**config.mk**
```make
export PLATFORM = sky130hd
export DESIGN_NAME = lru_pair_sel
export DESIGN_NICKNAME = d
export VERILOG_FILES = /design/src/rtl/lru_pair_pkg.sv /design/src/rtl/lru_touch_next.sv /design/src/rtl/lru_victim_dec.sv /design/src/rtl/lru_state_reg.sv /design/src/rtl/lru_pair_sel.sv
export SDC_FILE = /design/constraint.sdc
export NUM_CORES = 1
export LEC_CHECK = 0
export BUFFER_PORTS_ARGS = -buffer_cell sky130_fd_sc_hd__buf_4
export CORE_MARGIN = 2
export CORE_UTILIZATION = 46
export CTS_CLUSTER_DIAMETER = 150
export DETAILED_ROUTE_END_ITERATION = 8
export GPL_TIMING_DRIVEN = 0
export PLACE_DENSITY = 0.71
export RECOVER_POWER = 100
export SYNTH_ARGS = -nofsm -noshare
export SYNTH_HDL_FRONTEND = slang
export SYNTH_SLANG_ARGS = --single-unit
```
**constraint.sdc**
```tcl
create_clock -name clk -period 1.6 [get_ports clk]
set_input_delay 0 -clock clk [delete_from_list [all_inputs] [get_ports clk]]
set_output_delay 0 -clock clk [all_outputs]
set_load 0.01 [all_outputs]
```
**src/rtl/lru_pair_pkg.sv**
```systemverilog
package lru_pair_pkg;
   // Lexicographic index of the pair (i,j), i<j, among n ways.
   function automatic int pair_index(input int i, input int j, input int n);
      return (i * (2 * n - i - 1)) / 2 + (j - i - 1);
   endfunction

   // Bit position of pair (i,j): the first pair sits in the top bit.
   function automatic int pair_bit(input int i, input int j, input int n);
      return (n * (n - 1)) / 2 - 1 - pair_index(i, j, n);
   endfunction
endpackage

```
**src/rtl/lru_touch_next.sv**
```systemverilog
module lru_touch_next #(
   parameter int NUM_WAYS = 4,
   localparam int WW = $clog2(NUM_WAYS),
   localparam int PB = NUM_WAYS * (NUM_WAYS - 1) / 2
) (
   input  logic [PB-1:0] cur_i,
   input  logic [WW-1:0] way_i,
   output logic [PB-1:0] nxt_o
);
   import lru_pair_pkg::*;

   always_comb begin
      nxt_o = cur_i;
      for (int i = 0; i < NUM_WAYS; i++) begin
         for (int j = i + 1; j < NUM_WAYS; j++) begin
            if (way_i == WW'(i))      nxt_o[pair_bit(i, j, NUM_WAYS)] = 1'b0;
            else if (way_i == WW'(j)) nxt_o[pair_bit(i, j, NUM_WAYS)] = 1'b1;
         end
      end
   end
endmodule

```
**src/rtl/lru_victim_dec.sv**
```systemverilog
module lru_victim_dec #(
   parameter int NUM_WAYS     = 4,
   parameter int FALLBACK_WAY = 0,
   localparam int WW = $clog2(NUM_WAYS),
   localparam int PB = NUM_WAYS * (NUM_WAYS - 1) / 2
) (
   input  logic [PB-1:0] state_i,
   output logic [WW-1:0] victim_o,
   output logic          illegal_o
);
   import lru_pair_pkg::*;

   logic [NUM_WAYS-1:0][WW-1:0] older_cnt;
   logic [NUM_WAYS-1:0]         rank_seen;

   for (genvar w = 0; w < NUM_WAYS; w++) begin : g_rank
      always_comb begin
         older_cnt[w] = '0;
         for (int o = 0; o < NUM_WAYS; o++) begin
            if (o > w && state_i[pair_bit(w, o, NUM_WAYS)])
               older_cnt[w] = older_cnt[w] + 1'b1;
            else if (o < w && !state_i[pair_bit(o, w, NUM_WAYS)])
               older_cnt[w] = older_cnt[w] + 1'b1;
         end
      end
   end

   always_comb begin
      rank_seen = '0;
      victim_o  = WW'(FALLBACK_WAY);
      for (int w = 0; w < NUM_WAYS; w++) rank_seen[older_cnt[w]] = 1'b1;
      illegal_o = ~&rank_seen;
      if (!illegal_o) begin
         for (int w = 0; w < NUM_WAYS; w++)
            if (older_cnt[w] == WW'(NUM_WAYS - 1)) victim_o = WW'(w);
      end
   end
endmodule

```
**src/rtl/lru_state_reg.sv**
```systemverilog
module lru_state_reg #(
   parameter int PB = 6
) (
   input  logic          clk,
   input  logic          por_rst_n,
   input  logic          man_rst,
   input  logic          touch_i,
   input  logic [PB-1:0] touch_nxt_i,
   input  logic          sw_wr_i,
   input  logic [PB-1:0] sw_data_i,
   output logic [PB-1:0] q_o
);
   always_ff @(posedge clk) begin
      if (!por_rst_n)         q_o <= '0;
      else if (!man_rst) begin
         if (sw_wr_i)         q_o <= sw_data_i;
         else if (touch_i)    q_o <= touch_nxt_i;
      end
   end
endmodule

```
**src/rtl/lru_pair_sel.sv**
```systemverilog
module lru_pair_sel #(
   parameter int NUM_WAYS     = 4,
   parameter int FALLBACK_WAY = 0,
   localparam int WW = $clog2(NUM_WAYS),
   localparam int PB = NUM_WAYS * (NUM_WAYS - 1) / 2
) (
   input  logic          clk,
   input  logic          por_rst_n,
   input  logic          man_rst,
   input  logic          touch_i,
   input  logic [WW-1:0] touch_way_i,
   input  logic          sw_wr_i,
   input  logic [PB-1:0] sw_data_i,
   output logic [WW-1:0] victim_o,
   output logic [PB-1:0] state_o,
   output logic          illegal_o
);
   if (NUM_WAYS < 2 || NUM_WAYS > 8 || (1 << WW) != NUM_WAYS) begin : g_bad_ways
      $error("lru_pair_sel: NUM_WAYS must be a power of two in 2..8");
   end
   if (FALLBACK_WAY < 0 || FALLBACK_WAY >= NUM_WAYS) begin : g_bad_fb
      $error("lru_pair_sel: FALLBACK_WAY out of range");
   end

   logic [PB-1:0] touch_nxt;

   lru_touch_next #(.NUM_WAYS(NUM_WAYS)) u_next (
      .cur_i(state_o), .way_i(touch_way_i), .nxt_o(touch_nxt)
   );

   lru_state_reg #(.PB(PB)) u_reg (
      .clk(clk), .por_rst_n(por_rst_n), .man_rst(man_rst),
      .touch_i(touch_i), .touch_nxt_i(touch_nxt),
      .sw_wr_i(sw_wr_i), .sw_data_i(sw_data_i), .q_o(state_o)
   );

   lru_victim_dec #(.NUM_WAYS(NUM_WAYS), .FALLBACK_WAY(FALLBACK_WAY)) u_dec (
      .state_i(state_o), .victim_o(victim_o), .illegal_o(illegal_o)
   );
endmodule

```
### Word-level counts from Yosys, hierarchy flattened

Index checks and enable logic that the tools add are counted.

| cells by class | value |
|---|---|
| eq/ne operators | 6 |
| bitwise gates (word level) | 4 |
| $lt $le $gt $ge | 8 |
| add/subtract/negate cells | 8 |
| multiplexer cells | 35 |
| reduce and logical (&&, ||, !) cells | 20 |

Operators by type and width:

| kind | number |
|---|---|
| 2-bit two-way mux | 11 |
| 1-bit two-way mux | 18 |
| 3-bit AND reduction | 6 |
| 3-bit nonzero test | 6 |
| 2-bit by 3-bit less-than comparator with 1-bit output (second input constant) | 4 |
| 6-bit two-way mux | 2 |
| 4-bit bitwise OR | 3 |
| 2-bit by 1-bit adder with 2-bit output (second input constant) | 5 |
| 2-bit == test (second input constant) | 5 |
| 1-bit demux with 2-bit select | 4 |
| 2-bit by 1-bit greater-or-equal comparator with 1-bit output (second input constant) | 4 |
| 1-bit by 1-bit adder with 2-bit output (second input constant) | 3 |
| 1-bit logical AND | 4 |
| 4-bit AND reduction | 1 |
| 2-bit by 1-bit == test with 1-bit output (second input constant) | 1 |
| 2-bit zero test | 1 |
| 2-bit nonzero test | 1 |
| 1-bit zero test | 1 |
| 1-bit NOT | 1 |

| storage, ports and cells | value |
|---|---|
| output and inout bits | 9 |
| bits of input ports | 13 |
| register bits | 6 |

### Depth between registers and ports, before layout

Gate-level depths: netlist of run 1.

| depth | value |
|---|---|
| word-level depth | 14 |
| gate-level depth with buffers | 9 |
| depth with buffers taken out | 7 |

### Modules after synthesis

Synthesis of run 1 repeated with hierarchy kept, for this count alone.

| second synthesis, totals | value |
|---|---|
| cell total of the unflattened synthesis | 99 |
| area, all modules | 839.6 um^2 |

By module, submodules not included:

| module | cells an instance | times used | sequential area each (um^2) | area each (um^2) |
|---|---|---|---|---|
| lru_victim_dec | 61 | 1 | 0.0 | 491.7 |
| lru_state_reg | 27 | 1 | 120.1 | 280.3 |
| lru_touch_next | 11 | 1 | 0.0 | 67.6 |

### Worst setup path after synthesis of run 1

No wires, ideal clock.

| path | value |
|---|---|
| kind | register to output |
| start | register u_reg.q_o[1] |
| end | output port victim_o[0] |
| stages on the path, launching flop included | 8 |
| arrival time | 1906 ps |
| buffers on the path | 1 |
| setup slack | -306 ps |
| cell sequence | dfxtp_1 -> inv_1 -> ha_1 -> buf_2 -> o221a_2 -> o211ai_2 -> o2111ai_2 -> nor2_1 |

| on the way | value |
|---|---|
| word-level cells in the longest chain between the ends | 10 |
| elaborated cells on any way between the ends | 24 |

Ends and longest elaborated chain:

| element | RTL line | text |
|---|---|---|
| start, declared | lru_state_reg.sv:11 | `output logic [PB-1:0] q_o` |
| start signal, assigned | lru_state_reg.sv:16 | `if (sw_wr_i) q_o <= sw_data_i;` |
| start signal, assigned | lru_state_reg.sv:17 | `else if (touch_i) q_o <= touch_nxt_i;` |
| 2-bit two-way mux, on equally long branches | lru_victim_dec.sv:22, lru_victim_dec.sv:20 |  |
| 2-bit by 1-bit adder with 2-bit output (tied with other cells) | lru_victim_dec.sv:23 | `older_cnt[w] = older_cnt[w] + 1'b1;` |
| 2-bit two-way mux / 1-bit logical AND (equally long branches) | lru_victim_dec.sv:22, lru_victim_dec.sv:31 |  |
| 2-bit by 3-bit less-than comparator with 1-bit output (implied by the code) (tied with other cells) | lru_victim_dec.sv:31 | `for (int w = 0; w < NUM_WAYS; w++) rank_seen[older_cnt[w]] = 1'b1;` |
| 1-bit logical AND (implied by the code) / 1-bit demux with 2-bit select (equally long branches) | n/a |  |
| 1-bit two-way mux (implied by the code) / 4-bit bitwise OR (equally long branches) | n/a |  |
| 1-bit demux with 2-bit select / 4-bit bitwise OR (equally long branches) | n/a |  |
| 4-bit bitwise OR (no source line) | n/a |  |
| 4-bit AND reduction | lru_victim_dec.sv:32 | `illegal_o = ~&rank_seen;` |
| 2-bit two-way mux * | lru_victim_dec.sv:33 | `if (!illegal_o) begin` |
| end, declared | lru_pair_sel.sv:14 | `output logic [WW-1:0] victim_o,` |

Every way passes the cells marked *; elsewhere a longest branch is shown, timed or not.

### Final worst setup path of run 1

| path | value |
|---|---|
| start | register u_reg.q_o[2] |
| end | output port victim_o[1] |

| on the way | value |
|---|---|
| word-level cells in the longest chain between the ends | 12 |
| elaborated cells on any way between the ends | 24 |

Ends and longest elaborated chain:

| element | RTL line | text |
|---|---|---|
| 2-bit two-way mux | lru_victim_dec.sv:20 | `if (o > w && state_i[pair_bit(w, o, NUM_WAYS)])` |
| 2-bit by 1-bit adder with 2-bit output | lru_victim_dec.sv:21 | `older_cnt[w] = older_cnt[w] + 1'b1;` |
| 2-bit two-way mux | lru_victim_dec.sv:20 |  |
| 2-bit by 3-bit less-than comparator with 1-bit output (implied by the code) / 2-bit by 1-bit greater-or-equal comparator with 1-bit output (equally long branches) | lru_victim_dec.sv:31 |  |
| 1-bit logical AND (implied by the code) | lru_victim_dec.sv:31 |  |
| 1-bit two-way mux (implied by the code) | lru_victim_dec.sv:31 |  |
| 1-bit demux with 2-bit select | n/a |  |
| 4-bit bitwise OR (no source line) (3 in a row) | n/a |  |
| 4-bit AND reduction | lru_victim_dec.sv:32 |  |
| 2-bit two-way mux * | lru_victim_dec.sv:33 |  |

Marks and branches as above.

==> flow_metrics.tcl, run 1 <==
set metrics [dict create \
    outcome "complete, but fails checks" \
    failed_checks "negative setup slack" \
    grt_pass1_wl_mm 3.15 \
    dp_hpwl_mm 1.57 \
    synth-xor-area-share 0.0108 \
    synth_seq_cells 6 \
    peakVddDrop_uv 481 \
    end_kind "output pin" \
    grt-ovfl-total 0 \
    cellInternalPower_uw 501 \
    timing_hold_violations_final 0 \
    design_power_total_uw 806 \
    final_cells 159 \
    clock_tree_from_tritoncts "done" \
    registers.top_by_ff_count "u_reg.q_o" \
    fraction_of_synthesized_cell_area_taken_by_the_top_area_cell_type 0.185 \
    finalHoldWorstSlack_ns 0.107 \
    rsz_0062_raised_after_global_routing "true" \
    slew_headroom 0.760 \
    r2r_cells 4 \
    syn-cell-area_um2 811 \
    power_switching_uw 305 \
    cp_data_required_time_ns 1.60 \
    row_count 15 \
    final_max_tran_viols 0 \
    fin_area_um2 1150 \
    critPathMaxFanout 4 \
    largest_reg_flops 6 \
    static-leakage-power_nw 0.498 \
    final_net_count 168 \
    dp.cells 149 \
    design.portCount 22 \
    synth_top_cell_by_area "ha_1" \
    timing.reg2reg.setup_slack_ns 0.72 \
    worst_ep_arrival_time_ns 1.89 \
    synth.area.mux_share 0.0123 \
    synth_flop_cell "dfxtp_1" \
    placer_s_final_routability_congestion_estimate 0.816 \
    mostFrequentLayoutCell "buf_4" \
    power.combinational.fraction 0.587 \
    route.final.wire_length_mm 1.96 \
    yosys_warnings 0 \
    synth.net_count 136 \
    layout_common_cells "buf_4, o21ai_0, a21oi_1" \
    core_um2 1690 \
    drcViolationCount 0 \
    netSwitchingFraction 0.379 \
    setup_viol_count_final 3 \
    gr-usage-all-layers 0.211 \
    synth_adder_area_share 0.185 \
    floorplan.die.height_um 46.0 \
    placed_area_um2 1050 \
    powerDensity_nw_per_um2 699 \
    antenna_violations_before_repair 0 \
    start_util 0.480 \
    areaGrowthSynthToFinish_pct 42.3 \
    number_of_synthesized_flops_with_an_enable_pin 0 \
    drive_gt1_frac 0.359 \
    cts.sink_count 6 \
    max_cap_violations 0 \
    average_vias_per_placed_instance 5.58 \
    fin_worst_skew_ns 0 \
    asyncSetResetFlopFracSynth 0 \
    crit_path_start_kind "flip-flop" \
    timing.hold.worst_path_depth 3 \
    worstHoldPathType "in2reg" \
    final_antenna_net_count 0 \
    synth_sequential_area_ratio 0.148 \
    clkLatencyLatePin_ns 0.25 \
    largestRegisters "u_reg.q_o x6" \
    clock_power_share 0.191 \
    worst_pin_slew_ns 0.357 \
    antenna-diode-count 0 \
    synthSimpleGateAreaFrac 0.239 \
    h-tree-depth 1 \
    synth_cell_type_count 33 \
    finalCriticalPeriod_ns 1.89 \
    die_area_um2 2110 \
    cp_class "reg2out" \
    grt_pass1_vias 780 \
    fmax_mhz 530 \
    post_synth_inst_count 111 \
    clk_pin_slew_ns 0.05 \
    drt-wirelength-per-cell_um 12.3 \
    dieWidth_um 46.0 \
    compound_gate_portion_of_the_synthesized_area 0.319 \
    synth_top_family_by_area "compound AO/OA/AOI/OAI gates" \
    first_pass_iters 4 \
    root_buffer "clkbuf_4" \
    dr_total_vias 887 \
    synth.area.top_cells "ha_1, dfxtp_1, o21ai_0, a21oi_1, nor2b_1" \
    pwr-share-seq 0.222 \
    violation_count_after_the_first_detailed_routing_iteration 15 \
    fraction_of_the_cycle_the_final_worst_path_needs 1.18 \
    synth_area_per_cell_um2 7.30 \
    grt_start_max_net_pins 11 \
    n_fill_cell 137 \
    portBuffers 21 \
    total_clock_buffers_created_by_cts 3 \
    clock_path_buffers 2 \
    fin_ws_ns -0.285 \
]
[per-layer routing]
layer,part of all wire,global-route usage,vias up
met3,0.049,0.0397,7
met4,0.022,0.131,0
met1,0.41,0.210,390
li1,-,-,463
met5,0,0,-
met2,0.52,0.392,27
[power groups by stage]
stage                     logic [mW]  registers (mW)  clock network (mW)
after floorplan                0.285           0.190                   0
after global placement         0.412           0.188                   0
after detailed placement       0.423           0.189                   0
after CTS                      0.468           0.180               0.158
after global routing           0.520           0.182               0.173
final                          0.473           0.179               0.154
[cell families (layout without fill, tap and decap cells)]
logic type / count (synthesis) / count (layout)
compound gates: 37 / 37
xor+xnor: 1 / 1
fa+ha+maj: 12 / 12
buf+inv: 17 / 48
flops: 6 / 6
mux: 1 / 1
simple gates: 37 / 37
[cells in the mapped netlist, types with 3 or more instances]
master,instances
a21oi_1,9
clkbuf_2,3
dfxtp_1,6
inv_1,9
nor3_1,5
nor2b_1,6
nand2_1,8
nor2_1,8
o2bb2ai_1,4
ha_1,12
a31oi_1,3
o21ai_0,11
[per-stage QoR]
stage                      util  setup WS, ns  setup TNS, ns
final                     0.683        -0.285         -0.839
after global routing      0.683        -0.373          -1.09
after CTS                 0.688        -0.298         -0.845
after detailed placement  0.624        -0.244         -0.691
after global placement    0.624        -0.204         -0.579
after floorplan               -       -0.0728         -0.120
[layout make-up]
cell class,instances,area [µm²],area share
sequential,6,134,0.116
inverter,11,53.8,0.0466
clock buffer,4,26.3,0.0228
buffer,3,21.3,0.0184
timing repair buffer,30,220,0.191
tap,17,21.3,0.0184
multi-input combinational,88,677,0.587
[worst max-delay path, cell delays in order, from the launching register on]
cell and delay [ns]:
dfxtp_4 0.36, inv_6 0.05, ha_4 0.27, inv_4 0.04, a221o_1 0.34, a211o_1 0.28
and4_1 0.17, buf_6 0.12
[final timing paths]
kind,start,endpoint
max,u_reg.q_o[2],victim_o[1]
min,touch_way_i[1],u_reg.q_o[0]
max reg2reg,u_reg.q_o[3],u_reg.q_o[3]
min reg2reg,u_reg.q_o[4],u_reg.q_o[4]
[what timing repair did]
item	in CTS	in global routing
hold buffers	1	0
setup buffers	8	0
gates resized for setup	14	2
setup endpoints to repair	3	3
endpoints found under the hold margin	1	0
pin swaps	6	1
(Power assumes the default switching activity.)
==> inputs of run 2 (changes only) <==
Settings changed: BUFFER_PORTS_ARGS -buffer_cell sky130_fd_sc_hd__buf_4 to -buffer_cell sky130_fd_sc_hd__buf_2.
==> run 2 against run 1 <==
  * The run still ends with negative setup slack left
  * Final cell count unchanged
  * Combinational power decreased by 7.6%
  * Hold slack improved by 0.0060 ns
  * Final area decreased by 4.3%
  * Via count decreased by 0.11%
  * Clock power increased by 3%
  * Wire length increased by 0.10%
  * Die area unchanged
  * Sequential share of layout area increased by 0.53 points
  * Non-clock buffer count unchanged
  * Core utilization decreased by 3.0 points
  * Critical path type unchanged
==> flow_metrics.tcl, run 2 (synthesis results as in run 1) <==
set metrics [dict create \
    layout_common_cells "buf_2, o21ai_0, a21oi_1, nand2_1, clkbuf_1" \
    row_count 15 \
    critPathMaxFanout 4 \
    clk_pin_slew_ns 0.05 \
    gr-usage-all-layers 0.209 \
    fraction_of_the_cycle_the_final_worst_path_needs 1.17 \
    pwr-share-seq 0.232 \
    outcome "complete, but fails checks" \
    clock_tree_from_tritoncts "done" \
    cts.sink_count 6 \
    registers.top_by_ff_count "u_reg.q_o" \
    grt-ovfl-total 0 \
    drt-wirelength-per-cell_um 12.3 \
    portBuffers 21 \
    worst_r2r_endpoint "u_reg.q_o[3]" \
    netSwitchingFraction 0.396 \
    worst_path_most_repeated_cell "inv_4" \
    largestRegisters "u_reg.q_o x6" \
    largest_reg_flops 6 \
    cp_class "reg2out" \
    post-route-util 0.653 \
    worst_pin_slew_ns 0.311 \
    finalCriticalPeriod_ns 1.87 \
    cellInternalPower_uw 468 \
    power_switching_uw 307 \
    timing_hold_violations_final 0 \
    grt_pass1_vias 785 \
    cp_data_required_time_ns 1.60 \
    rsz_0062_raised_after_global_routing "true" \
    r2r_cells 4 \
    drive_gt1_frac 0.359 \
    h-tree-depth 1 \
    placed_area_um2 1000 \
    grt_pass1_wl_mm 3.09 \
    design.portCount 22 \
    die_area_um2 2110 \
    fmax_mhz 536 \
    dieWidth_um 46.0 \
    final_antenna_net_count 0 \
    clock_path_buffers 2 \
    antenna_violations_before_repair 0 \
    root_buffer "clkbuf_4" \
    setup_viol_count_final 3 \
    timing.reg2reg.setup_slack_ns 0.70 \
    slew_headroom 0.791 \
    worst_ep_arrival_time_ns 1.87 \
    fin_area_um2 1100 \
    worst_path_largest_cell_delay_ns 0.35 \
    max_cap_violations 0 \
    cpMaxStageDelayCell "dfxtp_4" \
    clock_power_share 0.205 \
    failed_checks "negative setup slack" \
    mostFrequentLayoutCell "buf_2" \
    drcViolationCount 0 \
    floorplan.die.height_um 46.0 \
    placer_s_final_routability_congestion_estimate 0.837 \
    average_vias_per_placed_instance 5.57 \
    grt_start_max_net_pins 11 \
    peakVddDrop_uv 443 \
    worstHoldPathType "in2reg" \
    setup-tns-final_ns -0.786 \
    fin_ws_ns -0.266 \
    clkLatencyLatePin_ns 0.25 \
    crit_path_start_kind "flip-flop" \
    first_pass_iters 4 \
    dp_hpwl_mm 1.53 \
    power.combinational.fraction 0.563 \
    total_clock_buffers_created_by_cts 3 \
    static-leakage-power_nw 0.482 \
    route.final.wire_length_mm 1.96 \
    dr_total_vias 886 \
    final_net_count 168 \
    final_max_tran_viols 0 \
    crit_end "victim_o[1]" \
    areaGrowthSynthToFinish_pct 36.1 \
    worst_r2r_src "u_reg.q_o[3]" \
    antenna-diode-count 0 \
    start_util 0.480 \
    fin_worst_skew_ns 0 \
    cp_cell_sequence "inv_4 -> ha_4 -> inv_4 -> a221o_1 -> a211o_1 -> and4_1 -> buf_2" \
    worst_setup_path_startpoint "u_reg.q_o[4]" \
    powerDensity_nw_per_um2 702 \
    violation_count_after_the_first_detailed_routing_iteration 9 \
    end_kind "output pin" \
    core_um2 1690 \
]
[run 2: how the worst min path moves through the flow]
stage	from	cells after the start	slack, ns	to
after floorplan	por_rst_n	2	0.11	u_reg.q_o[2]
final	touch_way_i[0]	3	0.11	u_reg.q_o[1]
after CTS	touch_way_i[0]	3	0.11	u_reg.q_o[1]
after global placement	por_rst_n	3	0.27	u_reg.q_o[1]
after detailed placement	por_rst_n	3	0.27	u_reg.q_o[4]
after global routing	sw_data_i[2]	5	0.16	u_reg.q_o[2]
[run 2: power groups by stage]
stage | combinational (mW) | sequential (mW) | clock (mW)
global placement | 0.382 | 0.187 | 0
CTS | 0.435 | 0.179 | 0.163
detailed placement | 0.393 | 0.188 | 0
floorplan | 0.285 | 0.190 | 0
finish | 0.437 | 0.180 | 0.159
global route | 0.480 | 0.182 | 0.171
[run 2: layout make-up]
class	instances	area (µm²)
Multi-Input combinational cell	88	681
Tap cell	17	21.3
Clock buffer	4	26.3
Buffer	3	21.3
Inverter	11	53.8
Sequential cell	6	134
Fill cell	168	586
Timing Repair Buffer	30	166
[run 2: layer usage]
metal	wire length [µm]	up-vias	GRT usage
met5	0	-	0
met4	68	0	0.149
met3	89	7	0.0278
met2	985	30	0.381
met1	820	390	0.215
li1	-	459	-
[run 2: per-stage QoR]
stage	total power [mW]	std cells	setup WS [ns]	hold WS, ns
2_1_floorplan	0.476	111	-0.0728	0.106
3_3_place_gp	0.569	149	-0.188	0.274
3_5_place_dp	0.581	149	-0.212	0.271
4_1_cts	0.777	159	-0.269	0.108
5_1_grt	0.833	159	-0.350	0.158
6_report	0.775	159	-0.266	0.113
[run 2: critical path: cells and delay by family (launching register included)]
kind	cells	cell delay (ns)
AO/OA/AOI/OAI	2	0.62
flip-flops	1	0.35
adder cells (fa/ha/maj)	1	0.28
buffers and inverters	3	0.22
AND/OR/NAND/NOR	1	0.15
[run 2: what timing repair did]
item / in CTS / in global routing
setup buffers: 8 / 0
hold endpoints to repair: 1 / 0
hold buffers: 1 / 0
pin swaps: 6 / 1
gates resized for setup: 14 / 1
setup endpoints to repair: 3 / 3
